--- config.mk ---
export PLATFORM = sky130hd
export DESIGN_NAME = sar_window_ctrl
export DESIGN_NICKNAME = d
export VERILOG_FILES = /design/src/rtl/sar_pkg.sv /design/src/rtl/sar_amp_timer.sv /design/src/rtl/sar_engine.sv /design/src/rtl/sar_dac_mux.sv /design/src/rtl/sar_window_ctrl.sv
export SDC_FILE = /design/constraint.sdc
export NUM_CORES = 1
export LEC_CHECK = 0
export ABC_CLOCK_PERIOD_IN_PS = 3000
export BUFFER_PORTS_ARGS = -buffer_cell sky130_fd_sc_hd__buf_2
export CAP_MARGIN = 20
export CORE_MARGIN = 2
export CORE_UTILIZATION = 45
export CTS_BUF_LIST = sky130_fd_sc_hd__clkbuf_4 sky130_fd_sc_hd__clkbuf_8
export CTS_CLUSTER_SIZE = 40
export DETAILED_ROUTE_END_ITERATION = 16
export GPL_TIMING_DRIVEN = 0
export HOLD_SLACK_MARGIN = 0.08
export MAX_ROUTING_LAYER = met4
export PLACE_DENSITY = 0.81
export SYNTH_ARGS = -nofsm -noshare
export SYNTH_HDL_FRONTEND = slang
export SYNTH_SLANG_ARGS = --single-unit
export TNS_END_PERCENT = 1
--- constraint.sdc ---
create_clock -name clk -period 3 [get_ports clk]
set_clock_uncertainty 0.2 [all_clocks]
set_input_delay 0.3 -clock clk [delete_from_list [all_inputs] [get_ports clk]]
set_output_delay 0.3 -clock clk [all_outputs]
set_load 0.02 [all_outputs]
--- src/rtl/sar_pkg.sv ---
package sar_pkg;

    localparam int DAC_W  = 10;
    localparam int IDX_W  = $clog2(DAC_W);

    typedef logic [DAC_W-1:0] code_t;

    typedef enum logic [2:0] {
        PH_IDLE,
        PH_SAMPLE,
        PH_CONV,
        PH_WLO,
        PH_WHI
    } phase_e;

    typedef struct packed {
        phase_e            phase;
        logic [IDX_W-1:0]  idx;
        code_t             trial;
        logic              win_op;
        logic              is_dummy;
        logic              dummy_pend;
        logic              lo_ok;
    } seq_t;

    function automatic code_t midscale();
        code_t m;
        m = '0;
        m[DAC_W-1] = 1'b1;
        return m;
    endfunction

    function automatic code_t bit_at(input logic [IDX_W-1:0] i);
        return code_t'(1) << i;
    endfunction

endpackage

--- src/rtl/sar_amp_timer.sv ---
module sar_amp_timer #(
    parameter int ST_CYCLES = 2
) (
    input  logic clk,
    input  logic rst,
    input  logic en,
    output logic amp_en,
    output logic st
);
    localparam int AGE_W = $clog2(ST_CYCLES + 1);
    localparam logic [AGE_W-1:0] AGE_MAX = AGE_W'(ST_CYCLES);

    logic [AGE_W-1:0] age;

    always_ff @(posedge clk) begin
        if (rst) begin
            amp_en <= 1'b0;
            age    <= '0;
        end else begin
            amp_en <= en;
            if (!amp_en)
                age <= '0;
            else if (age != AGE_MAX)
                age <= age + 1'b1;
        end
    end

    assign st = amp_en && (age < AGE_MAX);

endmodule

--- src/rtl/sar_engine.sv ---
module sar_engine
    import sar_pkg::*;
(
    input  logic  clk,
    input  logic  rst,
    input  logic  en,
    input  logic  start,
    input  logic  mode_win,
    input  logic  cmp_below,
    output seq_t  seq,
    output code_t result,
    output logic  done,
    output logic  win_valid,
    output logic  win_pass
);
    code_t kept;

    always_comb begin
        kept = seq.trial;
        if (cmp_below)
            kept = seq.trial & ~bit_at(seq.idx);
    end

    always_ff @(posedge clk) begin
        if (rst) begin
            seq.phase      <= PH_IDLE;
            seq.idx        <= '0;
            seq.trial      <= midscale();
            seq.win_op     <= 1'b0;
            seq.is_dummy   <= 1'b0;
            seq.dummy_pend <= 1'b1;
            seq.lo_ok      <= 1'b0;
            result         <= '0;
            done           <= 1'b0;
            win_valid      <= 1'b0;
            win_pass       <= 1'b0;
        end else begin
            done      <= 1'b0;
            win_valid <= 1'b0;
            if (!en) begin
                seq.phase      <= PH_IDLE;
                seq.dummy_pend <= 1'b1;
            end else begin
                unique case (seq.phase)
                    PH_IDLE: begin
                        if (seq.dummy_pend || start) begin
                            seq.phase    <= PH_SAMPLE;
                            seq.is_dummy <= seq.dummy_pend;
                            seq.win_op   <= !seq.dummy_pend && mode_win;
                        end
                    end
                    PH_SAMPLE: begin
                        if (seq.win_op) begin
                            seq.phase <= PH_WLO;
                        end else begin
                            seq.phase <= PH_CONV;
                            seq.idx   <= IDX_W'(DAC_W - 1);
                            seq.trial <= midscale();
                        end
                    end
                    PH_CONV: begin
                        if (seq.idx == '0) begin
                            seq.phase      <= PH_IDLE;
                            seq.dummy_pend <= 1'b0;
                            if (!seq.is_dummy) begin
                                result <= kept;
                                done   <= 1'b1;
                            end
                        end else begin
                            seq.trial <= kept | bit_at(seq.idx - 1'b1);
                            seq.idx   <= seq.idx - 1'b1;
                        end
                    end
                    PH_WLO: begin
                        seq.lo_ok <= !cmp_below;
                        seq.phase <= PH_WHI;
                    end
                    PH_WHI: begin
                        win_pass  <= seq.lo_ok && cmp_below;
                        win_valid <= 1'b1;
                        seq.phase <= PH_IDLE;
                    end
                    default: seq.phase <= PH_IDLE;
                endcase
            end
        end
    end

endmodule

--- src/rtl/sar_dac_mux.sv ---
module sar_dac_mux
    import sar_pkg::*;
(
    input  seq_t  seq,
    input  code_t lo_code,
    input  code_t hi_code,
    output code_t dac_code,
    output logic  hold
);
    always_comb begin
        hold     = 1'b1;
        dac_code = midscale();
        unique case (seq.phase)
            PH_CONV: dac_code = seq.trial;
            PH_WLO:  dac_code = lo_code;
            PH_WHI:  dac_code = hi_code;
            default: hold     = 1'b0;
        endcase
    end

endmodule

--- src/rtl/sar_window_ctrl.sv ---
module sar_window_ctrl
    import sar_pkg::*;
#(
    parameter int ST_CYCLES = 2
) (
    input  logic             clk,
    input  logic             rst,
    input  logic             en,
    input  logic             start,
    input  logic             mode_win,
    input  logic [DAC_W-1:0] lo_code,
    input  logic [DAC_W-1:0] hi_code,
    input  logic             cmp_below,
    output logic [DAC_W-1:0] dac_code,
    output logic             hold,
    output logic             amp_en,
    output logic             st,
    output logic [DAC_W-1:0] result,
    output logic             done,
    output logic             win_valid,
    output logic             win_pass
);
    seq_t seq;

    sar_amp_timer #(.ST_CYCLES(ST_CYCLES)) u_amp (
        .clk    (clk),
        .rst    (rst),
        .en     (en),
        .amp_en (amp_en),
        .st     (st)
    );

    sar_engine u_eng (
        .clk       (clk),
        .rst       (rst),
        .en        (en),
        .start     (start),
        .mode_win  (mode_win),
        .cmp_below (cmp_below),
        .seq       (seq),
        .result    (result),
        .done      (done),
        .win_valid (win_valid),
        .win_pass  (win_pass)
    );

    sar_dac_mux u_mux (
        .seq      (seq),
        .lo_code  (lo_code),
        .hi_code  (hi_code),
        .dac_code (dac_code),
        .hold     (hold)
    );

endmodule

== Word level (Yosys, flattened, before mapping) ==
Cells that the tools add are included.

* Bits in registers: 37
* Bits of input ports: 26
* Output and inout port bits: 26
* Word-level logic and storage cells: 67

* Add/sub/neg operators: 2
* $lt $le $gt $ge: 1
* Eq/ne operators: 9
* Shifts and indexed selects: 2
* Mux-type cells: 12
* Bitwise operators: 8
* Reduce and logical (&&, ||, !) cells: 20

{| class="wikitable"
|+ Operator list
! operator !! count
|-
| $pmux 10 s3 || 1
|-
| $mux 14 || 2
|-
| $pmux 14 s2 || 1
|-
| $shl 1x4->10 const A || 2
|-
| $pmux 3 s4 || 1
|-
| $and 10x10->10 || 1
|-
| $mux 10 || 1
|-
| $not 10->10 || 1
|-
| $or 10x10->10 || 1
|-
| $reduce_and 2->1 || 4
|-
| $reduce_and 4->1 || 2
|-
| $eq 3x2->1 const B || 2
|-
| $mux 3 || 2
|-
| $ne 2x2->1 const B || 3
|-
| $not 1->1 || 5
|-
| $logic_not 4->1 || 1
|-
| $mux 1 || 4
|-
| $ne 2x1->1 const B || 2
|-
| $reduce_or 2->1 || 2
|-
| $reduce_or 4->1 || 1
|-
| $sub 4x1->4 const B || 1
|-
| $eq 3x1->1 const B || 1
|-
| $eq 3x3->1 const B || 1
|-
| $logic_and 1x1->1 || 3
|-
| 8 further kinds || 9
|}

== Logic depth before layout (Yosys ltp) ==
Gate-level depths: netlist of run 1.

* Depth in word-level cells: 7
* Mapped depth: 8
* Gate-level depth less buffers: 6

== Modules after synthesis ==
A second synthesis of run 1 with hierarchy kept.

* Cell total of the unflattened synthesis: 239
* Area total of the unflattened synthesis: 2045.7 sq um

{| class="wikitable"
|+ By module, submodules not included
! module !! times used !! cells each !! area each (sq um)
|-
| sar_engine || 1 || 200 || 1676.6
|-
| sar_dac_mux || 1 || 26 || 242.7
|-
| sar_amp_timer || 1 || 13 || 126.4
|}

== Worst setup path before layout of run 1 ==
OpenSTA, ideal clock, no wires.

* Path kind: register to register
* Start point: register, netlist name u_eng.seq[14]
* End point: register u_eng.result[4]
* Setup time: 0.134 ns
* Arrival time: 1.887 ns
* Required time: 2.666 ns
* Setup slack: 0.779 ns
* Cell stages (with the launch flop): 8
* Path buffers: 1
* Period minus slack after synthesis: 2.221 ns
* Cell sequence: dfxtp_1 > inv_1 > ha_1 > or3b_4 > or4_4 > buf_2 > nand2_1 > a21oi_1

* Word-level cells in the longest chain between the ends: 4
* Elaborated cells on any way between the ends: 6

{| class="wikitable"
|+ Ends and longest elaborated chain
! item !! line !! RTL
|-
| $shl 1x4->10 || sar_pkg.sv:34 || <nowiki>return code_t'(1) << i;</nowiki>
|-
| $not 10->10 || sar_engine.sv:21 || <nowiki>kept = seq.trial & ~bit_at(seq.idx);</nowiki>
|-
| $and 10x10->10 || sar_engine.sv:21 ||
|-
| $mux 10 || sar_engine.sv:20 || <nowiki>if (cmp_below)</nowiki>
|-
| end signal: assignment || sar_engine.sv:66 || <nowiki>result <= kept;</nowiki>
|-
| end: declaration || sar_engine.sv:11 || <nowiki>output code_t result,</nowiki>
|}

Several ways; a longest one is shown, not always the timed one.
A chain may end at the register's enable or synchronous reset.

== Final worst setup path of run 1 ==
* Start point: register, netlist name u_eng.seq[14]
* End point: register, netlist name u_eng.seq[9]

* Word-level cells in the longest chain between the ends: 7
* Elaborated cells on any way between the ends: 12

{| class="wikitable"
|+ Ends and longest elaborated chain
! item
|-
| branches (longest 7 deep; another with $sub 4x1->4)
|}

Parallel ways; which one is timed is not known. The select of a mux whose other input is x is not followed.

==> key figures, run 1 <==
Run status
  – Status: completed

Cells and area
  – Antenna cell count: 0
  – Final Non-Filler Cells: 374
  – Post-layout util: 57.5%
  – Area Overhead vs Synth: 22.5%
  – Share of layout cells above drive strength 1: 20.8%
  – Commonest non-fill, non-tap cell in the layout: buf_2
  – Commonest cells after routing, fill and taps aside: 54 x buf_2, 40 x nand2_1, 37 x dfxtp_1
  – Nets@finish: 353

STA
  – Final min period: 2600 ps
  – Max-Slew Margin vs Limit: 48.6%
  – Hold Violations, Final: 0
  – Fmax: 384 MHz
  – Period utilization: 86.8%
  – RSZ-0062 raised after global routing: no
  – Max Slew Vio Count: 0
  – # setup viols final: 0
  – Setup TNS Final: 0 ps
  – Worst-margin pin slew: 765 ps

Die
  – FP Rows: 24
  – Full die area: 5090 µm²
  – Core Region: 4350 µm²
  – Initial cell density of the core: 46.9%
  – Die Y: 71.4 µm
  – Die width: 71.4 µm
  – # IOs: 52

Yosys
  – Synth unique cells: 47
  – Top_reg_cell synth: dfxtp_1
  – Seq/Total Area, Yosys: 36.3%
  – Async SR Flop Fraction: 0%
  – Avg Inst Size Synth: 7.82 µm²
  – Syn. warnings: 0
  – Synth top area share: 36.3%
  – Post-synthesis cell area: 2040 µm²
  – Post-synth EDFFs: 0
  – Flops & latches, synth: 37
  – Mapped Cells: 261
  – Syn nets: 293
  – Synth area leaders: dfxtp_1 36%, nand2_1 7.4%, a21oi_1 4.2%
  – Area leader, netlist: dfxtp_1

Clock network
  – Worst-skew pair later-pin latency: 300 ps
  – Clk slew on worst S/H paths: 80 ps
  – CTS root buf: clkbuf_8
  – CTS tree: yes
  – H-tree levels: 2
  – Postcts setup bufs: 0
  – CTS sink cnt: 37
  – TritonCTS Buffers: 5
  – Clk buf depth: 2
  – CTS resizes: 0

Setup path
  – Worst path max stage delay: 460 ps
  – Critical Path RT: 2990 ps
  – Worst setup path class: reg -> reg
  – Startpoint types: flip-flop
  – CP max FO: 10
  – Reg2reg path depth: 8
  – CP max stage cell: dfxtp_1
  – CP arrival: 2590 ps
  – Setup crit end kind: flip-flop
  – Critical Path, Cell by Cell: inv_1, ha_1, or3b_4, and3b_1, buf_2, clkbuf_1, nand3_1, o32ai_1
  – Flop-to-flop setup slack: 400 ps

Place
  – # placed instances: 364
  – Global placement routability congestion: 1.01
  – Detail Placement HPWL: 3860 µm
  – I/O Buffers: 51

GRT
  – First-pass GRT wire length: 8740 µm
  – Antenna violations before repair: 0
  – Vias in the first global route: 1961
  – Grt ovf: 0
  – Largest net degree at the start of global routing: 12
  – Total GRT Usage: 22.0%

Power
  – Power per cell area: 424 nW/µm²
  – VDD IR max: 0.000161 V
  – Leakage power figure: 0.986 nW

Route
  – Final WL: 5210 µm
  – First drt pass iteration count: 4
  – DR vias/cell: 5.58
  – Vias: 2086
  – Remaining DRCs: 0
  – DR iter-0 viols: 194
  – ANT nets after route: 0
  – Avg WL per Cell: 13.9 µm

Min path
  – Hold Path Cell Cnt: 4
  – Hold Crit Class: in -> reg

Run
  – Maximum Capacitance Violations: 0
==> cell type report <==
class	instances	area, µm²
Buffer	17	75.1
Clock buffer	7	90.1
Clock inverter	1	30.0
Fill cell	399	1850
Inverter	17	63.8
Multi-Input combinational cell	190	1160
Sequential cell	37	741
Tap cell	52	65.1
Timing Repair Buffer	53	275
==> synth_stat cells, types with 2 or more instances <==
master / number
buf_2: 3
o21ai_0: 16
a22oi_1: 11
nand3_1: 10
or3_1: 2
nand3b_1: 2
nor2b_1: 6
a21oi_1: 17
and2_1: 3
o22ai_1: 2
inv_1: 17
o311ai_0: 5
and3b_1: 2
nand2b_1: 6
nand2_1: 40
o2111ai_1: 2
nand4_1: 2
dfxtp_1: 37
a31oi_1: 3
nor3_1: 6
ha_1: 6
o32ai_1: 6
o211ai_1: 3
mux2i_1: 3
clkbuf_1: 12
nor4_1: 3
a311oi_1: 2
nor2_1: 14
a211oi_1: 2
==> metrics by stage <==
stage / worst slack (ps) / area, µm² / power, mW / hold WS, ps
2_1_floorplan: 779 / 2040 / 0.578 / 210
5_1_grt: 239 / 2500 / 1.10 / 144
4_1_cts: 445 / 2500 / 1.07 / 113
3_5_place_dp: 465 / 2360 / 0.617 / 240
6_report: 397 / 2500 / 1.06 / 117
3_3_place_gp: 458 / 2360 / 0.615 / 239
==> cells by family after synthesis <==
family | Yosys count | share of synthesized area, %
flops | 37 | 36.3
compound gates | 77 | 25.4
fa+ha+maj | 6 | 3.68
buf+inv | 34 | 6.80
mux | 3 | 1.47
xor+xnor | 1 | 0.429
simple gates | 103 | 25.9
==> sequential cells by signal, indices dropped and copies added, names as in the netlist <==
register         count
u_amp.amp_en         1
u_eng.result        10
u_eng.seq           21
u_eng.done           1
u_eng.win_pass       1
u_eng.win_valid      1
u_amp.age            2
==> where the power goes <==
part / internal [mW] / switching (mW)
registers: 0.497 / 0.00699
clock network: 0.280 / 0.173
logic: 0.0392 / 0.0651
==> metal layers <==
layer | vias to the layer above | wire length [µm] | GRT usage, %
met3 | 11 | 502 | 4.92
met1 | 909 | 2210 | 26.7
met4 | 0 | 121 | 11.1
li1 | 1068 | - | -
met2 | 98 | 2380 | 34.4
met5 | - | 0 | -
==> path summary, 6_finish.rpt <==
check,from,end
worst min register to register,u_eng.result[5],u_eng.result[5]
worst min-delay path,rst,u_eng.seq[5]
worst max-delay path,u_eng.seq[14],u_eng.seq[9]
worst max register to register,u_eng.seq[14],u_eng.seq[9]
==> repair_timing <==
item,in CTS,in global routing
setup endpoints to repair,0,0
hold buffers,2,0
hold endpoints to repair,1,0
==> critical path: cells and delay by family (launching register included) <==
kind / cells / cell delay (ps)
AO/OA/AOI/OAI: 1 / 160
adder cells (fa/ha/maj): 1 / 300
buffers and inverters: 3 / 750
flip-flops: 1 / 460
AND/OR/NAND/NOR: 3 / 640
Power figures use the tool's default switching activity.
==> run 2: changes to the inputs <==
--- a/config.mk
+++ b/config.mk
@@ -5,7 +5,7 @@
 export SDC_FILE = /design/constraint.sdc
 export NUM_CORES = 1
 export LEC_CHECK = 0
-export ABC_CLOCK_PERIOD_IN_PS = 3000
+export ABC_CLOCK_PERIOD_IN_PS = 2100
 export BUFFER_PORTS_ARGS = -buffer_cell sky130_fd_sc_hd__buf_2
 export CAP_MARGIN = 20
 export CORE_MARGIN = 2
@@ -16,7 +16,7 @@
 export GPL_TIMING_DRIVEN = 0
 export HOLD_SLACK_MARGIN = 0.08
 export MAX_ROUTING_LAYER = met4
-export PLACE_DENSITY = 0.81
+export PLACE_DENSITY = 0.84
 export SYNTH_ARGS = -nofsm -noshare
 export SYNTH_HDL_FRONTEND = slang
 export SYNTH_SLANG_ARGS = --single-unit
==> constraint.sdc (replaced) <==
create_clock -name clk -period 2.1 [get_ports clk]
set_clock_uncertainty 0.2 [all_clocks]
set_input_delay 0.21 -clock clk [delete_from_list [all_inputs] [get_ports clk]]
set_output_delay 0.21 -clock clk [all_outputs]
set_load 0.02 [all_outputs]
==> key figures, run 2 (synthesis gave the netlist of run 1 again) <==
Run status
  – Status: completed

Die
  – FP Rows: 24
  – Initial cell density of the core: 46.9%
  – # IOs: 52
  – Core Region: 4350 µm²
  – Die width: 71.4 µm
  – Full die area: 5090 µm²
  – Die Y: 71.4 µm

GRT
  – Vias in the first global route: 2045
  – Largest net degree at the start of global routing: 12
  – Grt ovf: 0
  – First-pass GRT wire length: 9440 µm
  – Antenna violations before repair: 0
  – Total GRT Usage: 23.9%

Place
  – Pre-CTS setup slack: -307 ps
  – Detail Placement HPWL: 4110 µm
  – # placed instances: 364
  – I/O Buffers: 51
  – Global placement routability congestion: 0.926

Cells and area
  – Largest registers: u_eng.seq (21), u_eng.result (10), u_amp.age (2)
  – Commonest cells after routing, fill and taps aside: 52 x buf_2, 40 x nand2_1, 33 x dfxtp_1
  – Post-layout util: 60.4%
  – Commonest non-fill, non-tap cell in the layout: buf_2
  – Area Overhead vs Synth: 28.7%
  – Nets@finish: 361
  – Most flops, register: u_eng.seq
  – Final Non-Filler Cells: 381
  – Share of layout cells above drive strength 1: 27.1%
  – Antenna cell count: 0
  – Max reg flops: 21

STA
  – Hold slack: 112 ps
  – Worst setup margin: 9.87 ps
  – Period utilization: 99.5%
  – Final min period: 2090 ps
  – Max Slew Vio Count: 0
  – Fmax: 478 MHz
  – RSZ-0062 raised after global routing: yes
  – Max-Slew Margin vs Limit: 51.6%
  – Worst-margin pin slew: 721 ps
  – Hold Violations, Final: 0
  – # setup viols final: 0
  – Setup TNS Final: 0 ps

Run
  – Maximum Capacitance Violations: 0

Clock network
  – Worst-skew pair later-pin latency: 290 ps
  – CTS tree: yes
  – CTS root buf: clkbuf_8
  – H-tree levels: 2
  – Clk slew on worst S/H paths: 70 ps
  – TritonCTS Buffers: 5
  – CTS sink cnt: 37
  – Clk buf depth: 2

Power
  – VDD IR max: 0.000236 V
  – Power per cell area: 533 nW/µm²
  – Leakage power figure: 1.05 nW

Route
  – Final WL: 5630 µm
  – Avg WL per Cell: 14.8 µm
  – DR vias/cell: 5.66
  – DR iter-0 viols: 203
  – Vias: 2156
  – First drt pass iteration count: 4
  – Remaining DRCs: 0
  – ANT nets after route: 0

Setup path
  – Most frequent CP cell: buf_6
  – CP max stage cell: or4_4
  – CP arrival: 2040 ps
  – Critical Path RT: 2050 ps
  – Worst path max stage delay: 510 ps
  – CP max FO: 10
  – Worst setup path class: reg -> reg
  – Startpoint types: flip-flop
  – Critical Path, Cell by Cell: buf_6, or3b_4, buf_6, or4_4, buf_6, nand2_1, a21oi_1
  – Setup crit end kind: flip-flop

Min path
  – Hold Crit Class: in -> reg
==> run 2: final timing paths <==
check | end | cells past startpoint | slack [ps] | startpoint
max | u_eng.result[5] | 7 | 10 | u_eng.seq[18]
min | u_eng.seq[3] | 3 | 110 | mode_win
max reg2reg | u_eng.result[5] | 7 | 10 | u_eng.seq[18]
min reg2reg | u_eng.result[4] | 2 | 250 | u_eng.result[4]
==> run 2: critical path: cells and delay by family, from the launching register on <==
kind / cells / cell delay [ps]
simple gates: 3 / 940
buf+inv: 3 / 440
flops: 1 / 320
compound gates: 1 / 50
==> run 2: routing by layer <==
metal / GRT usage (%) / vias up / wire (µm)
li1: - / 1089 / -
met1: 30.2 / 969 / 2460
met2: 37.6 / 89 / 2640
met3: 4.78 / 9 / 407
met4: 9.85 / 0 / 121
met5: - / - / 0
==> run 2: layout make-up <==
type / instances / area (µm²)
inverters: 17 / 68.8
flip-flops and latches: 37 / 751
plain buffers: 16 / 103
clock buffers: 7 / 90.1
repair buffers: 62 / 352
fillers: 373 / 1730
multi-input cells: 190 / 1200
well taps: 52 / 65.1
==> run 2: through the flow <==
step	total power, mW	instance area, µm²
after floorplan	0.828	2060
after detailed placement	0.885	2380
after global placement	0.882	2380
final	1.40	2630
after global routing	1.45	2630
after CTS	1.40	2580
==> run 2: report_power, final <==
| group | switching (mW) | leakage [nW] | internal, mW |
|---|---|---|---|
| Clock | 0.238 | 0.0477 | 0.273 |
| Sequential | 0.0110 | 0.302 | 0.709 |
| Combinational | 0.100 | 0.696 | 0.0693 |
| Total | 0.350 | 1.05 | 1.05 |
==> run 2: timing repair <==
action,CTS,global route
endpoints found under the setup margin,32,26
hold buffers,4,0
resized for setup,16,13
pin swaps,5,1
buffers inserted,5,2
endpoints found under the hold margin,6,0
